===== config.mk =====
export PLATFORM = sky130hd
export DESIGN_NAME = comma_deser
export DESIGN_NICKNAME = d
export VERILOG_FILES = /design/src/rtl/cds_pkg.sv /design/src/rtl/cds_shifter.sv /design/src/rtl/cds_byteclk_fsm.sv /design/src/rtl/cds_word_reg.sv /design/src/rtl/comma_deser.sv
export SDC_FILE = /design/constraint.sdc
export NUM_CORES = 1
export LEC_CHECK = 0
export CAP_MARGIN = 5
export CELL_PAD_IN_SITES_DETAIL_PLACEMENT = 1
export CELL_PAD_IN_SITES_GLOBAL_PLACEMENT = 1
export CORE_ASPECT_RATIO = 1.5
export CORE_MARGIN = 4
export CORE_UTILIZATION = 40
export CTS_BUF_LIST = sky130_fd_sc_hd__clkbuf_8
export CTS_CLUSTER_SIZE = 24
export DETAILED_ROUTE_END_ITERATION = 6
export DONT_BUFFER_PORTS = 1
export PLACE_DENSITY_LB_ADDON = 0.1
export SKIP_LAST_GASP = 1
export SLEW_MARGIN = 20
export SYNTH_ARGS = -nofsm -noshare
export SYNTH_HDL_FRONTEND = slang
export SYNTH_HIERARCHICAL = 1
export SYNTH_SLANG_ARGS = --single-unit

===== constraint.sdc =====
create_clock -name clk -period 2.9 [get_ports clk]
set_input_delay 0 -clock clk [delete_from_list [all_inputs] [get_ports clk]]
set_output_delay 0 -clock clk [all_outputs]
set_load 0.02 [all_outputs]

===== src/rtl/cds_pkg.sv =====
package cds_pkg;

    // Byte-clock framing states
    typedef enum logic [1:0] {
        S_TRACK   = 2'd0,  // normal: toggle every word
        S_STRETCH = 2'd1,  // count restarted by re-frame, next boundary toggles
        S_SKIP    = 2'd2   // next boundary suppressed so rbc1 rises on the comma
    } bc_state_e;

endpackage


===== src/rtl/cds_shifter.sv =====
module cds_shifter #(
    parameter int        WORD_W = 10,
    parameter int        PAT_W  = 7,
    parameter logic [PAT_W-1:0] PAT = 7'b0011111
) (
    input  logic              clk,
    input  logic              rst,
    input  logic              ser_i,
    output logic [WORD_W-1:0] win_next_o,
    output logic              comma_next_o
);

    logic [WORD_W-1:0] win_q;

    // Window after this edge: oldest bit at the top
    always_comb begin
        win_next_o   = {win_q[WORD_W-2:0], ser_i};
        comma_next_o = (win_next_o[WORD_W-1 -: PAT_W] == PAT);
    end

    always_ff @(posedge clk) begin
        if (rst) begin
            win_q <= '0;
        end else begin
            win_q <= win_next_o;
        end
    end

endmodule


===== src/rtl/cds_byteclk_fsm.sv =====
module cds_byteclk_fsm
    import cds_pkg::*;
#(
    parameter int WORD_W = 10
) (
    input  logic clk,
    input  logic rst,
    input  logic comma_i,
    output logic rbc1_o,
    output logic rbc0_o,
    output logic load_o
);

    localparam int CNT_W = $clog2(WORD_W);
    localparam logic [CNT_W-1:0] LAST = CNT_W'(WORD_W - 1);
    localparam int RUN_W = CNT_W + 3;

    bc_state_e       st_q, st_d;
    logic [CNT_W-1:0] cnt_q, cnt_d;
    logic            rbc1_q, rbc1_d;
    logic            rbc0_q;
    logic            at_edge, aligned_comma, realign;

    always_comb begin
        at_edge       = (cnt_q == LAST);
        aligned_comma = comma_i && at_edge && !rbc1_q;
        realign       = comma_i && !aligned_comma;
    end

    // Next-state process
    always_comb begin
        st_d   = st_q;
        cnt_d  = cnt_q + 1'b1;
        rbc1_d = rbc1_q;
        unique case (st_q)
            S_TRACK, S_STRETCH: begin
                if (realign) begin
                    cnt_d = '0;
                    st_d  = rbc1_q ? S_STRETCH : S_SKIP;
                end else if (at_edge) begin
                    cnt_d  = '0;
                    rbc1_d = !rbc1_q;
                    st_d   = S_TRACK;
                end
            end
            S_SKIP: begin
                if (realign) begin
                    cnt_d = '0;
                    st_d  = rbc1_q ? S_STRETCH : S_SKIP;
                end else if (aligned_comma) begin
                    cnt_d  = '0;
                    rbc1_d = !rbc1_q;
                    st_d   = S_TRACK;
                end else if (at_edge) begin
                    cnt_d = '0;
                    st_d  = S_STRETCH;
                end
            end
            default: begin
                cnt_d = '0;
                st_d  = S_TRACK;
            end
        endcase
    end

    // State register
    always_ff @(posedge clk) begin
        if (rst) begin
            st_q   <= S_TRACK;
            cnt_q  <= '0;
            rbc1_q <= 1'b0;
            rbc0_q <= 1'b1;
        end else begin
            st_q   <= st_d;
            cnt_q  <= cnt_d;
            rbc1_q <= rbc1_d;
            rbc0_q <= !rbc1_d;
        end
    end

    // Output process
    always_comb begin
        rbc1_o = rbc1_q;
        rbc0_o = rbc0_q;
        load_o = (rbc1_d != rbc1_q);
    end

    // Level-length monitor for the assertions below
    logic [RUN_W-1:0] run_q;
    always_ff @(posedge clk) begin
        if (rst || load_o) begin
            run_q <= RUN_W'(1);
        end else if (run_q != '1) begin
            run_q <= run_q + 1'b1;
        end
    end

    p_complement_r4: assert property (@(posedge clk) disable iff (rst)
        rbc1_q != rbc0_q);

    p_min_level_r5: assert property (@(posedge clk) disable iff (rst)
        load_o |-> (run_q >= RUN_W'(WORD_W)));

    p_comma_on_rbc1_r7: assert property (@(posedge clk) disable iff (rst)
        (comma_i && load_o) |-> !rbc1_q);

    p_aligned_quiet_r8: assert property (@(posedge clk) disable iff (rst)
        (st_q == S_TRACK && aligned_comma) |=> (st_q == S_TRACK && cnt_q == '0 && rbc1_q));

endmodule


===== src/rtl/cds_word_reg.sv =====
module cds_word_reg #(
    parameter int WORD_W = 10
) (
    input  logic              clk,
    input  logic              rst,
    input  logic              load_i,
    input  logic [WORD_W-1:0] word_i,
    input  logic              comma_i,
    input  logic              rbc1_i,
    input  logic              rbc0_i,
    output logic [WORD_W-1:0] word_o,
    output logic              comma_o
);

    always_ff @(posedge clk) begin
        if (rst) begin
            word_o  <= '0;
            comma_o <= 1'b0;
        end else if (load_i) begin
            word_o  <= word_i;
            comma_o <= comma_i;
        end
    end

    p_hold_r6: assert property (@(posedge clk) disable iff (rst)
        !$stable({word_o, comma_o}) |-> ($rose(rbc1_i) || $rose(rbc0_i)));

endmodule


===== src/rtl/comma_deser.sv =====
module comma_deser #(
    parameter int WORD_W = 10,
    parameter int PAT_W  = 7,
    parameter logic [PAT_W-1:0] PAT = 7'b0011111
) (
    input  logic              clk,
    input  logic              rst,
    input  logic              ser_i,
    output logic [WORD_W-1:0] word_o,
    output logic              comma_o,
    output logic              rbc1_o,
    output logic              rbc0_o
);

    logic [WORD_W-1:0] win_next;
    logic              comma_next;
    logic              load;

    cds_shifter #(.WORD_W(WORD_W), .PAT_W(PAT_W), .PAT(PAT)) u_shift (
        .clk          (clk),
        .rst          (rst),
        .ser_i        (ser_i),
        .win_next_o   (win_next),
        .comma_next_o (comma_next)
    );

    cds_byteclk_fsm #(.WORD_W(WORD_W)) u_fsm (
        .clk     (clk),
        .rst     (rst),
        .comma_i (comma_next),
        .rbc1_o  (rbc1_o),
        .rbc0_o  (rbc0_o),
        .load_o  (load)
    );

    cds_word_reg #(.WORD_W(WORD_W)) u_out (
        .clk     (clk),
        .rst     (rst),
        .load_i  (load),
        .word_i  (win_next),
        .comma_i (comma_next),
        .rbc1_i  (rbc1_o),
        .rbc0_i  (rbc0_o),
        .word_o  (word_o),
        .comma_o (comma_o)
    );

endmodule


==> results of run 1 <==
## metrics by stage
stage	utilization [%]	worst slack (ns)	total power, uW	instances	area [um^2]
3_3_place_gp	42.4	0.876	417	121	1040
3_5_place_dp	42.4	0.770	417	121	1040
6_report	44.9	0.746	616	126	1100
4_1_cts	44.9	0.707	630	126	1100
5_1_grt	44.9	0.522	650	126	1100
2_1_floorplan	-	0.949	416	98	1020
## sequential cells by signal, indices dropped and copies added, names as in the netlist, named ones only
signal         cells
u_out/word_o      10
u_shift/win_q      9
u_fsm/cnt_q        4
u_fsm/st_q         2
u_fsm/rbc0_o       1
u_out/comma_o      1
## worst min-delay path by stage
stage | from | end | slack [ns] | cells past startpoint
3_5_place_dp | rst | u_shift/win_q[3] | 0.08 | 1
3_3_place_gp | rst | u_shift/win_q[6] | 0.07 | 1
5_1_grt | ser_i | u_shift/win_q[0] | 0.46 | 2
2_1_floorplan | rst | u_shift/win_q[0] | 0.07 | 1
6_report | ser_i | u_shift/win_q[0] | 0.43 | 2
4_1_cts | ser_i | u_shift/win_q[0] | 0.42 | 2
## cell families after synthesis
| logic type | after synthesis | share of synthesized area [%] |
|---|---|---|
| flip-flops | 28 | 55.2 |
| multiplexers | 11 | 10.8 |
| AO/OA/AOI/OAI | 12 | 7.51 |
| XOR/XNOR | 1 | 0.862 |
| AND/OR/NAND/NOR | 40 | 22.3 |
| buffers and inverters | 6 | 3.32 |
## synthesized netlist by cell type (all sizes together) (2+ instances only)
master | count | share of area, %
dfxtp | 28 | 55
nor2 | 14 | 5.2
mux2i | 11 | 11
nor2b | 9 | 5.5
nand2 | 5 | 1.8
a21oi | 4 | 2.3
inv | 3 | 1.1
nor3 | 3 | 2.0
o21ai | 3 | 1.5
a31oi | 2 | 1.2
buf | 2 | 1.8
## metal layers
| layer | up-vias | track usage, % | wire length, um |
|---|---|---|---|
| li1 | 342 | - | - |
| met1 | 335 | 13.3 | 749 |
| met2 | 10 | 22.8 | 1070 |
| met3 | 4 | 4.09 | 80 |
| met4 | 0 | 6.65 | 32 |
| met5 | - | 0 | 0 |
## report_power, final
group / internal [uW] / switching, uW
clock network: 93.1 / 109
logic: 9.40 / 10.5
registers: 389 / 5.26
## area by class of cell
| cell class | instances | area, um^2 | area share (%) |
|---|---|---|---|
| Sequential cell | 28 | 561 | 51.0 |
| Tap cell | 24 | 30.0 | 2.73 |
| Multi-Input combinational cell | 64 | 422 | 38.3 |
| Clock buffer | 3 | 41.3 | 3.75 |
| Inverter | 3 | 11.3 | 1.02 |
| Timing Repair Buffer | 4 | 35.0 | 3.19 |
## layout by cell type (no fill, tap or decap), types with 2 or more instances in the layout
master	n
dfxtp_1	28
nor2_1	14
mux2i_1	11
nor2b_1	9
nand2_1	5
clkbuf_8	3
o21ai_0	3
a21oi_1	3
dlygate4sd3_1	2
a31oi_1	2
inv_1	2
nor3_1	2
buf_4	2
==> summary.txt, run 1 <==
Outcome
  • Run status: finished, final reports clean

Timing
  • Worst-margin pin slew: 0.792 ns
  • Relative slew slack: approximately 47%
  • WHS: 0.427 ns
  • Min Tclk post-route: about 2.2 ns
  • Final setup vio count: 0
  • Clock skew: around 0.0021 ns
  • Tcrit/Tclk final: around three quarters
  • Peak Freq: 464 MHz
  • RSZ-0062 raised after global routing: no
  • Final Hold Violating Endpoints: 0
  • Final slew viol count: 0
  • Setup TNS Final: 0 ns

Die
  • Row cnt: 22
  • Starting Density: roughly two fifths
  • Io pins: 16
  • Die area: between 0.003 and 0.004 mm^2
  • Die Height: between 60 and 70 um
  • Die Width: approximately 49 um
  • Core Footprint: roughly 0.0024 mm^2

Clock network
  • CTS tree: done
  • Clock transition at the registers of the reported paths: 0.08 ns
  • Clock Latency Late Sink: ~0.27 ns
  • Clock tree root buffer cell: clkbuf_8
  • Hold-fix buffers, CTS: 2
  • TritonCTS Buffers: 3
  • Setup Fix Bufs, Post-CTS: 0
  • Resize count post-CTS: 0
  • CTS max path bufs: 2
  • Clock Sinks: 28
  • Htree depth: 1

Routing
  • Routed Antenna Nets: 0
  • Avg WL per Cell: roughly 15 um
  • Pre-Repair DR Iteration Count: 3
  • Vias per Instance: roughly 5.5
  • Initial DRC Count: 14
  • Final wirelength: 1.94 mm
  • Vias: 691
  • DRC: 0

Place
  • RD Place Congestion: 0.728
  • DPL Wire Length: ~1.4 mm
  • Port Buffer Count: 0

Setup path
  • Critical Path End Type: register
  • Worst r2r src: u_shift/win_q[8]
  • Worst path arrival time: ~2.3 ns
  • CP Depth: 8
  • Slowest stage delay, CP: ~0.44 ns
  • Critical-path top delay cell: nor3_2
  • Crit path max-delay family: simple AND/OR/NAND/NOR gates
  • Crit path max fanout: 8
  • WP data required: between 3 and 4 ns
  • R2R Setup Slk: roughly 0.75 ns
  • R2r worst-path depth: 8
  • Crit path cell chain: nand4b_1, nor3_2, nand2b_1, a21oi_2, a21boi_1, buf_4, mux2i_1, nor2_1
  • Sum of buffers and inverters on the critical path: 1
  • Crit Path Class: reg2reg
  • Worst r2r dst: u_out/word_o[5]
  • Startpoint types: register
  • CP Capture Point: u_out/word_o[5]
  • Critical path origin: u_shift/win_q[8]

Logic synthesis
  • Synthesized flop and latch total: 28
  • Fraction of registers with async set/reset: 0%
  • Register area share after synthesis: a little under three fifths
  • Main synth FF type: dfxtp_1
  • Cell count after synthesis: between 90 and 100
  • Cell Area, Synth: 0.00102 mm^2
  • EDFF count, synth: 0
  • Cell variety after synth: 29
  • Post-Syn Nets: just over 100
  • YS warnings: 6
  • Synth Area per Inst: slightly above 10 um^2

Hold path
  • Hold WC Path Type: in2reg

Global route
  • Initial antenna violation count: 0
  • Largest net degree at the start of global routing: 24
  • GRT Resource Usage Total: about an eighth
  • Vias in the first global route: roughly 730
  • Total global routing overflow: 0
  • Global-route wire length before repair: ~3.4 mm

Power and ir drop
  • Pwr Density: 560 mW/mm^2
  • Worst VDD drop: 0.301 mV
  • Leak: between 0.0003 and 0.0004 uW

Finish
  • P&R area growth vs syn: 8.25%
  • Ant diodes: 0
  • Nets: around 110
  • # fillers: ~280
  • Share of layout cells above drive strength 1: 11.8%

Run
  • Max Cap Viol: 0
(Power assumes the default switching activity.)
==> inputs of run 2 (changes only) <==
==> constraint.sdc (replaced) <==
create_clock -name clk -period 2.3 [get_ports clk]
set_input_delay 0 -clock clk [delete_from_list [all_inputs] [get_ports clk]]
set_output_delay 0 -clock clk [all_outputs]
set_load 0.02 [all_outputs]
==> run 2 against run 1 <==
  * Sequential share of layout area down 0.97 points
  * First-iteration DRC count fell by 86%
  * Worst setup slack worse by 0.24 ns
  * Core utilization increased by 0.87 points
  * Global-route usage down 0.25 points
  * Clock power is 48% higher
  * Count of clock-buffer cells in the layout up 1
  * Worst hold slack improved by 0.025 ns
  * Largest cell class unchanged
==> summary.txt, run 2 (synthesis gave the netlist of run 1 again) <==
Outcome
  • Run status: finished, final reports clean

Timing
  • Setup TNS Final: 0 ns (unchanged)
  • Final slew viol count: 0 (unchanged)
  • RSZ-0062 raised after global routing: no
  • Final Hold Violating Endpoints: 0 (unchanged)
  • Worst-margin pin slew: 0.800 ns (+0.00822 ns)
  • Min Tclk post-route: 1.79 ns (-0.360 ns)
  • Tcrit/Tclk final: 78.0% (+3.7 points)
  • Clock skew: 0.00181 ns (-0.000255 ns)
  • Peak Freq: 557 MHz (+20%)
  • Relative slew slack: 46.5% (-0.55 points)
  • Final setup vio count: 0 (unchanged)

Setup path
  • Critical-path top delay cell: dfxtp_1
  • Worst path arrival time: 1.93 ns (-0.36 ns)
  • Critical Path End Type: register
  • Crit path cell chain: nand4b_1, nor3_2, nand2b_1, a21oi_2, a21boi_1, buf_4, mux2i_1, nor2_1
  • Startpoint types: register
  • Crit path max-delay family: simple AND/OR/NAND/NOR gates
  • Slowest stage delay, CP: 0.37 ns (-0.07 ns)
  • Crit Path Class: reg2reg
  • Crit path max fanout: 6 (-2)
  • Sum of buffers and inverters on the critical path: 1 (unchanged)
  • WP data required: 2.44 ns (-0.59 ns)

Finish
  • Final Util: 45.8% (+0.87 points)
  • P&R area growth vs syn: 10.3%
  • Most frequent cells in the layout: dfxtp_1, nor2_1, mux2i_1
  • Final instance area: 0.00112 mm^2 (+1.9%)
  • Nets: 108 (+0.93%)
  • Largest Register: u_out/word_o
  • Largest registers: u_out/word_o (10), u_shift/win_q (9), u_fsm/cnt_q (4)
  • Ant diodes: 0 (unchanged)
  • Most common cell after layout, fill and taps aside: dfxtp_1
  • Max FFs per register: 10 (unchanged)
  • Share of layout cells above drive strength 1: 13.5% (+1.7 points)
  • Post-route insts no fill: 128 (+1.6%)

Power and ir drop
  • Combinational fraction of design power: 3.1% (about the same)
  • Design Power: 821 uW (+33%)
  • Switching pwr: 165 uW (+33%)
  • Pwr Density: 732 mW/mm^2 (+31%)
  • Worst VDD drop: 0.427 mV (+42%)
  • Reg power frac: 60.6% (-3.4 points)
  • Leak: 0.000398 uW (+3.3%)
  • Pint: 656 uW (+33%)
  • Clock power share: 36.4% (+3.7 points)
  • Switching Share: 20.1% (-0.059 points)

Die
  • Die area: 0.00343 mm^2 (unchanged)
  • Die Width: 49.2 um (unchanged)
  • Io pins: 16 (unchanged)
  • Row cnt: 22 (unchanged)
  • Core Footprint: 0.00245 mm^2 (unchanged)
  • Starting Density: 41.5% (unchanged)
  • Die Height: 69.7 um (unchanged)

Routing
  • Vias per Instance: 5.30 (-3.4%)
  • DRC: 0 (unchanged)
  • Avg WL per Cell: 15.2 um (-1.3%)
  • Vias: 678 (-1.9%)
  • Routed Antenna Nets: 0 (unchanged)
  • Initial DRC Count: 2 (-12)
  • Pre-Repair DR Iteration Count: 4 (+1)
  • Final wirelength: 1.94 mm (+0.31%)

Clock network
  • CTS tree: done
  • Htree depth: 1 (unchanged)
  • Clock transition at the registers of the reported paths: 0.09 ns (about the same)
  • Clock Sinks: 28 (unchanged)
  • CTS max path bufs: 2 (unchanged)
  • Resize count post-CTS: 0 (unchanged)
  • TritonCTS Buffers: 3 (unchanged)
  • Clock tree root buffer cell: clkbuf_8
  • Clock Latency Late Sink: 0.27 ns (about the same)
  • Setup Fix Bufs, Post-CTS: 0 (unchanged)

Place
  • Placed Instances: 122 (+0.83%)
  • Placed instance area: 0.00105 mm^2 (+0.72%)
  • Port Buffer Count: 0 (unchanged)
  • DPL Wire Length: 1.40 mm (-1.9%)
  • RD Place Congestion: 0.802 (+10%)

Global route
  • Global-route wire length before repair: 3.31 mm (-2.6%)
  • GRT busiest layer: met2
  • Met3 usage: 3.66% (-0.43 points)
  • Total global routing overflow: 0 (unchanged)
  • GRT Resource Usage Total: 12.7% (-0.25 points)
  • Met1 usage: 13.0% (-0.35 points)
  • Vias in the first global route: 715 (-1.5%)
  • Largest net degree at the start of global routing: 24 (unchanged)
  • M2 GR Usage: 22.2% (-0.60 points)
  • Initial antenna violation count: 0 (unchanged)

Run
  • Max Cap Viol: 0 (unchanged)

Hold path
  • Hold WC Path Type: in2reg
run 2: worst paths after layout:
kind | endpoint | cells after the start | from | slack (ns)
worst max-delay path | u_out/word_o[5] | 8 | u_shift/win_q[6] | 0.51
worst min-delay path | u_shift/win_q[0] | 2 | ser_i | 0.45
worst min register to register | u_shift/win_q[2] | 1 | u_shift/win_q[1] | 0.47
worst max register to register | u_out/word_o[5] | 8 | u_shift/win_q[6] | 0.51
run 2: area by class of cell:
class | instances | area, um^2
fillers | 278 | 1330
repair buffers | 5 | 42.5
inverters | 3 | 11.3
well taps | 24 | 30.0
multi-input cells | 64 | 422
flip-flops and latches | 28 | 561
clock buffers | 4 | 55.1
run 2: metrics by stage:
step	worst slack, ns	hold slack [ns]
after floorplan	0.349	0.0716
after global placement	0.616	0.0735
after detailed placement	0.552	0.0761
after CTS	0.486	0.440
after global routing	0.353	0.480
final	0.506	0.452
run 2: power by group through the flow:
stage | logic (uW) | clock network (uW) | registers, uW
after global placement | 16.3 | 0 | 509
after detailed placement | 17.1 | 0 | 509
after global routing | 28.7 | 331 | 499
after CTS | 25.7 | 312 | 498
after floorplan | 17.8 | 0 | 507
final | 25.0 | 299 | 497
run 2: metal layers:
| layer | share of wire, % | vias up |
|---|---|---|
| met5 | 0 | - |
| met4 | 2.1 | 0 |
| met1 | 40 | 320 |
| li1 | - | 345 |
| met3 | 4.0 | 4 |
| met2 | 54 | 9 |
run 2: timing repair:
| action | CTS | global route |
|---|---|---|
| setup endpoints to repair | 0 | 0 |
| endpoints found under the hold margin | 27 | 0 |
| hold buffers | 2 | 0 |
